### src/rtl/swl_pkg.sv
package swl_pkg;
  typedef enum logic {
    MODE_SEG  = 1'b0,
    MODE_ADDR = 1'b1
  } load_mode_e;

  localparam int PIN_DATA  = 0;
  localparam int PIN_SCLK  = 1;
  localparam int PIN_LATCH = 2;
  localparam int PIN_MODE  = 3;
  localparam int PIN_COUNT = 4;
endpackage

### src/rtl/swl_pin_sync.sv
module swl_pin_sync #(
  parameter int WIDTH  = 4,
  parameter int STAGES = 2
) (
  input  logic             clk,
  input  logic             rst,
  input  logic [WIDTH-1:0] pin_i,
  output logic [WIDTH-1:0] lvl_o,
  output logic [WIDTH-1:0] rise_o,
  output logic [WIDTH-1:0] fall_o
);
  logic [STAGES-1:0][WIDTH-1:0] chain_q;
  logic [WIDTH-1:0]             prev_q;

  // Reset to 1: an idle pin is high, so no false edge leaves reset
  always_ff @(posedge clk) begin
    if (rst) begin
      chain_q <= '1;
      prev_q  <= '1;
    end else begin
      chain_q[0] <= pin_i;
      for (int s = 1; s < STAGES; s++) chain_q[s] <= chain_q[s-1];
      prev_q <= chain_q[STAGES-1];
    end
  end

  assign lvl_o  = chain_q[STAGES-1];
  assign rise_o = chain_q[STAGES-1] & ~prev_q;
  assign fall_o = ~chain_q[STAGES-1] & prev_q;
endmodule

### src/rtl/swl_shreg.sv
module swl_shreg #(
  parameter int W = 8
) (
  input  logic         clk,
  input  logic         rst,
  input  logic         shift_en,
  input  logic         bit_i,
  output logic [W-1:0] q
);
  always_ff @(posedge clk) begin
    if (rst)           q <= '0;
    else if (shift_en) q <= {q[W-2:0], bit_i};
  end
endmodule

### src/rtl/swl_hold.sv
module swl_hold #(
  parameter int W = 8
) (
  input  logic         clk,
  input  logic         rst,
  input  logic         follow,
  input  logic [W-1:0] d,
  output logic [W-1:0] q
);
  // Clock-domain stand-in for a level latch: tracks d while follow is high
  always_ff @(posedge clk) begin
    if (rst)         q <= '0;
    else if (follow) q <= d;
  end
endmodule

### src/rtl/serial_word_loader.sv
module serial_word_loader
  import swl_pkg::*;
#(
  parameter int ADDR_W      = 8,
  parameter int SEG_W       = 64,
  parameter int SYNC_STAGES = 2
) (
  input  logic              clk,
  input  logic              rst,
  input  logic              ser_data_i,
  input  logic              ser_clk_i,
  input  logic              latch_i,
  input  logic              mode_i,
  output logic [ADDR_W-1:0] row_addr_o,
  output logic [SEG_W-1:0]  seg_word_o,
  output logic              ram_we_o
);
  logic [PIN_COUNT-1:0] pins, lvl, rise, fall;
  logic data_lvl, sclk_rise, latch_lvl, latch_fall, sel_lvl;
  load_mode_e mode;
  logic [ADDR_W-1:0] addr_sr;
  logic [SEG_W-1:0]  seg_sr;

  always_comb begin
    pins            = '0;
    pins[PIN_DATA]  = ser_data_i;
    pins[PIN_SCLK]  = ser_clk_i;
    pins[PIN_LATCH] = latch_i;
    pins[PIN_MODE]  = mode_i;
  end

  swl_pin_sync #(.WIDTH(PIN_COUNT), .STAGES(SYNC_STAGES)) sync_i (
    .clk(clk), .rst(rst), .pin_i(pins),
    .lvl_o(lvl), .rise_o(rise), .fall_o(fall)
  );

  assign data_lvl   = lvl[PIN_DATA];
  assign sclk_rise  = rise[PIN_SCLK];
  assign latch_lvl  = lvl[PIN_LATCH];
  assign latch_fall = fall[PIN_LATCH];
  assign sel_lvl    = lvl[PIN_MODE];
  assign mode       = load_mode_e'(sel_lvl);

  logic unused_evt;
  assign unused_evt = ^{rise[PIN_DATA], rise[PIN_LATCH], rise[PIN_MODE],
                        fall[PIN_DATA], fall[PIN_SCLK], fall[PIN_MODE], lvl[PIN_SCLK]};

  swl_shreg #(.W(ADDR_W)) addr_sr_i (
    .clk(clk), .rst(rst), .shift_en(sclk_rise && mode == MODE_ADDR),
    .bit_i(data_lvl), .q(addr_sr)
  );

  swl_shreg #(.W(SEG_W)) seg_sr_i (
    .clk(clk), .rst(rst), .shift_en(sclk_rise && mode == MODE_SEG),
    .bit_i(data_lvl), .q(seg_sr)
  );

  swl_hold #(.W(ADDR_W)) addr_hold_i (
    .clk(clk), .rst(rst), .follow(latch_lvl && mode == MODE_ADDR),
    .d(addr_sr), .q(row_addr_o)
  );

  swl_hold #(.W(SEG_W)) seg_hold_i (
    .clk(clk), .rst(rst), .follow(latch_lvl && mode == MODE_SEG),
    .d(seg_sr), .q(seg_word_o)
  );

  always_ff @(posedge clk) begin
    if (rst) ram_we_o <= 1'b0;
    else     ram_we_o <= latch_fall && mode == MODE_SEG;
  end
endmodule

### config.mk
export PLATFORM = sky130hd
export DESIGN_NAME = serial_word_loader
export DESIGN_NICKNAME = d
export VERILOG_FILES = /design/src/rtl/swl_pkg.sv /design/src/rtl/swl_pin_sync.sv /design/src/rtl/swl_shreg.sv /design/src/rtl/swl_hold.sv /design/src/rtl/serial_word_loader.sv
export SDC_FILE = /design/constraint.sdc
export NUM_CORES = 1
export LEC_CHECK = 0
export BUFFER_PORTS_ARGS = -buffer_cell sky130_fd_sc_hd__buf_2
export CAP_MARGIN = 25
export CORE_AREA = 2 2 73 144
export CTS_BUF_LIST = sky130_fd_sc_hd__clkbuf_8
export CTS_CLUSTER_DIAMETER = 30
export DETAILED_ROUTE_END_ITERATION = 7
export DIE_AREA = 0 0 75 146
export PLACE_DENSITY = 0.75
export RECOVER_POWER = 100
export SLEW_MARGIN = 10
export SYNTH_ARGS = -nofsm -noshare
export SYNTH_HDL_FRONTEND = slang
export SYNTH_SLANG_ARGS = --single-unit
### constraint.sdc
create_clock -name clk -period 2.9 [get_ports clk]
set_input_delay 0.58 -clock clk [delete_from_list [all_inputs] [get_ports clk]]
set_output_delay 0.58 -clock clk [all_outputs]
set_load 0.02 [all_outputs]
# Word level (Yosys, flattened, before mapping)
# Index checks and enable logic that the tools add are counted.
[word_totals]
input_bits = 6
ff_bits = 156
elab_cells = 18
[classes]
bitwise_logic = 5
n_reduce_logical = 5
[ops]
columns = ["cell", "count"]
rows = [
  ["1-bit logical AND", 5],
  ["3-bit bitwise AND", 1],
  ["3-bit NOT", 1],
  ["2-bit bitwise AND", 1],
  ["2-bit NOT", 1],
  ["1-bit NOT", 1],
]

# Logic depth before layout (Yosys ltp)
# Gate-level depths: netlist of run 1.
[depth]
ltp_word = 3
ltp_mapped = 5
mapped_depth_nobuf = 3

# Hierarchy
# From an unflattened synthesis of run 1, not the netlist that was laid out.
[hier_totals]
cells_unflattened = 507
hier_area_um2 = 5616.6
[modules_own_cells]
columns = ["module", "n_inst", "cells_per_inst", "area_each_um2"]
rows = [
  ["swl_hold (seg_hold_i)", 1, 206, 2290.9],
  ["swl_shreg (seg_sr_i)", 1, 206, 2290.9],
  ["swl_pin_sync", 1, 37, 406.6],
  ["swl_hold (addr_hold_i)", 1, 26, 285.3],
  ["swl_shreg (addr_sr_i)", 1, 26, 285.3],
  ["serial_word_loader", 1, 6, 57.6],
]

# Least setup slack after synthesis of run 1
# OpenSTA, ideal clock, no wires.
[synth_path]
kind = "input to register"
start = "input port rst"
end = "register addr_hold_i.q[0]"
stages = 4
n_path_buf = 3
t_arrival_ps = 1223
setup_time_ps = 132
path_slack_ps = 1544
path_cell_list = "buf_2 -> buf_2 -> clkbuf_1 -> a21oi_1"
[synth_rtl]
columns = ["item", "line_no", "text"]
rows = [
  ["start, declared", "serial_word_loader.sv:9", "input logic rst,"],
  ["end signal, assigned", "swl_hold.sv:12", "if (rst) q <= '0;"],
  ["end signal, assigned", "swl_hold.sv:13", "else if (follow) q <= d;"],
  ["end, declared", "swl_hold.sv:8", "output logic [W-1:0] q"],
]
# No word-level cell between the ends.

# Worst setup path after layout of run 1
[layout_path]
start = "register sync_i.chain_q (netlist bit sync_i.lvl_o[3])"
end = "register seg_sr_i.q[1]"
[layout_via]
elab_chain_cells = 2
[layout_rtl]
columns = ["item", "line_no", "text"]
rows = [
  ["start, declared", "swl_pin_sync.sv:12", "logic [STAGES-1:0][WIDTH-1:0] chain_q;"],
  ["1-bit NOT", "serial_word_loader.sv:54", ".clk(clk), .rst(rst), .shift_en(sclk_rise && mode == MODE_SEG),"],
  ["1-bit logical AND", "serial_word_loader.sv:54", ""],
  ["end signal, assigned", "swl_shreg.sv:12", "else if (shift_en) q <= {q[W-2:0], bit_i};"],
  ["end, declared", "swl_shreg.sv:8", "output logic [W-1:0] q"],
]
# Every way passes these cells.
# A chain may end at the register's enable or synchronous reset.

==> results of run 1 <==
## power breakdown
| part | internal [uW] | leakage (uW) | switching (uW) |
|---|---|---|---|
| clock | 1050 | 0.000228 | 724 |
| combinational | 15.1 | 0.000447 | 59.0 |
| sequential | 2130 | 0.00125 | 6.51 |
| total | 3200 | 0.00193 | 790 |
## metal layers
layer | vias up | wire [um] | share of wire [%]
met5 | - | 0 | 0
met4 | 0 | 153 | 1.5
met3 | 16 | 435 | 4.2
met2 | 103 | 5510 | 53
met1 | 1973 | 4330 | 42
li1 | 2194 | - | -
## worst register-to-register path: cells and delay by family (launching register included)
family                 cells  cell delay [ns]
AO/OA/AOI/OAI              1             0.16
AND/OR/NAND/NOR            2             0.90
buffers and inverters      1             0.48
flip-flops                 1             0.65
## logic make-up after synthesis
logic type | Yosys count | share of synthesized area (%)
AOI/OAI and AO/OA | 144 | 13.6
buffers and inverters | 48 | 4.96
DFF | 155 | 58.6
and+or+nand+nor | 306 | 22.8
## stage by stage
step / utilization [%] / instances / cell area [um^2] / power [uW] / hold WS [ns]
final: 61.5 / 849 / 6010 / 3990 / 0.322
after global routing: 61.5 / 849 / 6010 / 4120 / 0.290
after CTS: 62.5 / 849 / 6100 / 4020 / 0.296
after detailed placement: 58.1 / 820 / 5670 / 2270 / 0.394
after global placement: 58.1 / 820 / 5670 / 2260 / 0.391
after floorplan: - / 653 / 5300 / 2250 / 0.389
## layout make-up
type / count / area, um^2 / area share (%)
Clock inverter: 10 / 174 / 2.90
Sequential cell: 155 / 3100 / 51.7
Tap cell: 132 / 165 / 2.75
Timing Repair Buffer: 83 / 362 / 6.02
Multi-Input combinational cell: 450 / 1940 / 32.3
Clock buffer: 19 / 262 / 4.35
## cells in the final DEF, fill, tap and decap left out
master	n
nand2_1	281
dfxtp_1	155
a21oi_1	144
clkbuf_1	73
clkbuf_8	19
or2_2	10
nand3_1	8
bufinv_16	5
clkinv_2	4
buf_2	4
buf_4	3
buf_12	2
nor3b_2	1
or3b_1	1
nor2b_2	1
nand2b_2	1
and3b_1	1
nand3b_1	1
nor3b_1	1
inv_1	1
clkbuf_2	1
## sequential cells by signal, indices dropped and copies added (netlist names)
signal and count:
ram_we_o 1, seg_hold_i.q 64, sync_i.lvl_o 4, addr_sr_i.q 8, addr_hold_i.q 8, sync_i.chain_q 4, sync_i.prev_q 2, seg_sr_i.q 64
## worst max path at each step
stage,endpoint,slack (ns),depth (start not counted)
2_1_floorplan,addr_hold_i.q[0],1.54,4
3_3_place_gp,seg_sr_i.q[37],0.94,4
3_5_place_dp,seg_sr_i.q[16],0.87,4
4_1_cts,seg_sr_i.q[1],0.85,4
5_1_grt,seg_sr_i.q[13],0.40,4
6_report,seg_sr_i.q[1],0.62,4
==> out/metrics.yaml, run 1 <==
finalHoldViolations: 0
finalCritPeriodShare_pct: 78.6
holdBufCountCts: 0
rows: 51
viasPerCell: 5.05
n_fill_cell: 928
synth.distinct_cells: 15
max_freq_mhz: 439
layout-drive-gt1-share_pct: 7.11
synth_edf_count: 0
crit_family: "simple AND/OR/NAND/NOR gates"
r2r_slack_ns: 0.62
drtPass1Iterations: 7
cts_tree: "built"
final.min_clock_period_ns: 2.28
crit_required_ns: 3.24
routed_wl_mm: 10.4
crit_path_end_kind: "flip-flop"
die-area_um2: 11000
antenna_found_initial: 0
dieWidth_um: 75
worst_pin_slew_ns: 1.59
reg2reg_to: "seg_sr_i.q[1]"
grt_usage_pct: 20.2
critPathMaxFanout: 37
start_kind: "flip-flop"
yosysMostFrequentCell: "nand2_1"
cts_buffer_depth: 2
fin_setup_tns_ns: 0
synth_warnings: 0
die_y_um: 146
vias: 4286
grt_start_max_net_pins: 86
grt-ovfl-total: 0
violations: "capacitance limit, slew limit"
powerDensity_nw_per_um2: 664
yosys.area.top_type_share_pct: 58.6
ir_drop_uv: 463
cts_buffers: 17
worstHoldEndpoint: "sync_i.chain_q[3]"
ys_ff_latch: 155
num_io_pins: 79
skew_ns: 0.00940
synth.avg_cell_area_um2: 8.11
drc: 0
synth_commonest_cells: "nand2_1, dfxtp_1, a21oi_1"
syn-instance-count: 653
met3_usage_pct: 6.51
outcome: "complete, but fails checks"
rsz0062_at_grt: "false"
first_global_vias: 4038
synthFlopType: "dfxtp_1"
async_flop_share_pct: 0
cts_resized: 0
grt_pass1_wl_mm: 17.5
syn_area_um2: 5300
drtIter0Drc: 238
start_util_pct: 54.2
nets: 713
grt.met1_usage_pct: 21.9
post-cts-setup-buffers: 0
worstHoldStart: "mode_i"
netlist_top_cells_area: "dfxtp_1, nand2_1, a21oi_1, buf_2, buf_6"
maxSlewViolCount: 85
path_clk_slew_ns: 0.07
port_buffers: 78
fin_ws_ns: 0.621
hold_depth: 2
max_stage_delay_ns: 0.80
cts_sinks: 155
cts-root-buf: "clkbuf_8"
antenna_left: 0
gp_congestion: 0.744
area_delta_synth_final_pct: 13.4
htree_num_levels: 4
path_class: "reg -> reg"
cpMaxStageDelayCell: "or3b_1"
hold_class: "in -> reg"
maxCapViolCount: 1
dp_hpwl_mm: 6.62
slew_headroom_pct: -5.81
synth_top_cell_by_area: "dfxtp_1"
setup_viol: 0
ff2ff_path_depth: 4
startpoint: "sync_i.lvl_o[3]"
critPathArrivalTime_ns: 2.62
worstPathCellList: "or3b_1, buf_4, nand2_1, a21oi_1"
r2r-start: "sync_i.lvl_o[3]"
clkLatencyLatePin_ns: 0.44
gr-usage-met2_pct: 35.1
post-place-ws_ns: 0.869
critPathBufInv: 1
core_area_um2: 9760
grt.busiest_layer: "met2"
synth_fp_nets: 659
diodes: 0
wl_per_cell_um: 12.3
p_leak_uw: 0.00193
ys_seq_area_share_pct: 58.6
Power figures use the tool's default switching activity.
==> run 2, diff against run 1 <==
==> constraint.sdc (replaced) <==
create_clock -name clk -period 2.3 [get_ports clk]
set_input_delay 0.46 -clock clk [delete_from_list [all_inputs] [get_ports clk]]
set_output_delay 0.46 -clock clk [all_outputs]
set_load 0.02 [all_outputs]
==> out/metrics.yaml, run 2 (synthesized netlist as in run 1, its figures left out) <==
diodes: 0
maxSlewViolCount: 0
max_stage_delay_ns: 0.54
slew_headroom_pct: 17.2
hold_class: "in -> reg"
die_y_um: 146
start_util_pct: 54.2
setup_viol: 0
viasPerCell: 5.12
routed_wl_mm: 10.7
ir_drop_uv: 573
finalCoreUtilization_pct: 61.6
grt_usage_pct: 20.1
cts_sinks: 155
gp_congestion: 0.731
drc: 0
dp_hpwl_mm: 6.85
critPathBufInv: 1
worst_pin_slew_ns: 1.24
final_common_cell: "nand2_1"
core_area_um2: 9760
rows: 51
rsz0062_at_grt: "false"
outcome: "completed"
htree_num_levels: 4
clock_power_share_pct: 43.3
grt-ovfl-total: 0
max_freq_mhz: 517
power_switching_share_pct: 22.9
clkLatencyLatePin_ns: 0.44
skew_ns: 0.00900
path_clk_slew_ns: 0.08
place_inst: 824
post-cts-setup-buffers: 0
area_delta_synth_final_pct: 13.5
crit_family: "simple AND/OR/NAND/NOR gates"
cts_tree: "built"
drtIter0Drc: 243
place_area_um2: 5700
critPathMaxFanout: 36
p_leak_uw: 0.00191
finalCritPeriodShare_pct: 84.1
critPathArrivalTime_ns: 2.20
pwr-share-seq_pct: 54.7
cts_buffers: 17
path_class: "reg -> reg"
worstPathCellList: "or3b_2, clkbuf_2, nand2_1, a21oi_1"
antenna_found_initial: 0
maxCapViolCount: 0
cts-root-buf: "clkbuf_8"
n_fill_cell: 914
port_buffers: 78
final.min_clock_period_ns: 1.93
finalHoldViolations: 0
layout-drive-gt1-share_pct: 8.01
fin_cells: 856
final_area_um2: 6010
dieWidth_um: 75
num_io_pins: 79
grt_pass1_wl_mm: 17.3
first_global_vias: 3991
fin_setup_tns_ns: 0
start_kind: "flip-flop"
wl_per_cell_um: 12.4
powerDensity_nw_per_um2: 820
reg_top3: "seg_hold_i.q: 64 flops, seg_sr_i.q: 64 flops"
p_int_uw: 3800
antenna_left: 0
cts_resized: 0
grt_start_max_net_pins: 71
p_switching_uw: 1130
holdBufCountCts: 0
nets: 717
combPwrFrac_pct: 1.9
die-area_um2: 11000
drtPass1Iterations: 5
crit_path_end_kind: "flip-flop"
final_cell_mix: "nand2_1, dfxtp_1, a21oi_1"
cts_buffer_depth: 2
crit_required_ns: 2.57
vias: 4381
cpMaxStageDelayCell: "or3b_2"
## run 2: cell types whose count changed in the layout (fill, tap and decap cells not counted), sizes merged
cell / before / now
clkinvlp: 0 / 4
bufinv: 5 / 3
inv: 1 / 4
clkbuf: 93 / 95
## run 2: final timing paths
kind	start	endpoint	slack [ns]	depth (start not counted)
min	ser_data_i	sync_i.chain_q[0]	0.20	2
min reg2reg	sync_i.chain_q[1]	sync_i.lvl_o[1]	0.41	1
max reg2reg	sync_i.lvl_o[3]	seg_sr_i.q[3]	0.37	4
max	sync_i.lvl_o[3]	seg_sr_i.q[3]	0.37	4
## run 2: power groups by stage
stage / Combinational [uW] / Clock, uW / Sequential [uW]
2_1_floorplan: 79.2 / 0 / 2760
3_3_place_gp: 96.9 / 0 / 2760
3_5_place_dp: 98.9 / 0 / 2760
4_1_cts: 98.9 / 2170 / 2700
5_1_grt: 106 / 2270 / 2700
6_report: 95.9 / 2130 / 2700
## run 2: layout make-up
type	count	area [um^2]	share of cell area (%)
Tap cell	132	165	2.75
Clock buffer	17	234	3.89
Timing Repair Buffer	87	380	6.33
Clock inverter	15	190	3.16
Sequential cell	155	3100	51.6
Multi-Input combinational cell	450	1940	32.2
## run 2: metrics by stage
stage | worst slack (ns) | hold WS [ns] | total power [uW]
floorplan | 1.06 | 0.389 | 2840
global placement | 0.688 | 0.391 | 2860
finish | 0.366 | 0.196 | 4930
detailed placement | 0.586 | 0.399 | 2860
global route | 0.228 | 0.187 | 5080
CTS | 0.585 | 0.172 | 4970
## run 2: per-layer routing
layer  wire, um  part of all wire [%]  track usage, %  up-vias
met5          0                     0               0        -
met3        496                   4.7            5.26       18
met4        229                   2.1            9.29        0
met2       5560                    52            34.8      120
li1           -                     -               -     2211
met1       4370                    41            21.8     2032
## run 2: worst reg2reg max path, delay by kind of cell (launching register included)
family,cells,cell delay [ns]
DFF,1,0.47
AOI/OAI and AO/OA,1,0.09
and+or+nand+nor,2,0.76
buffers and inverters,1,0.45
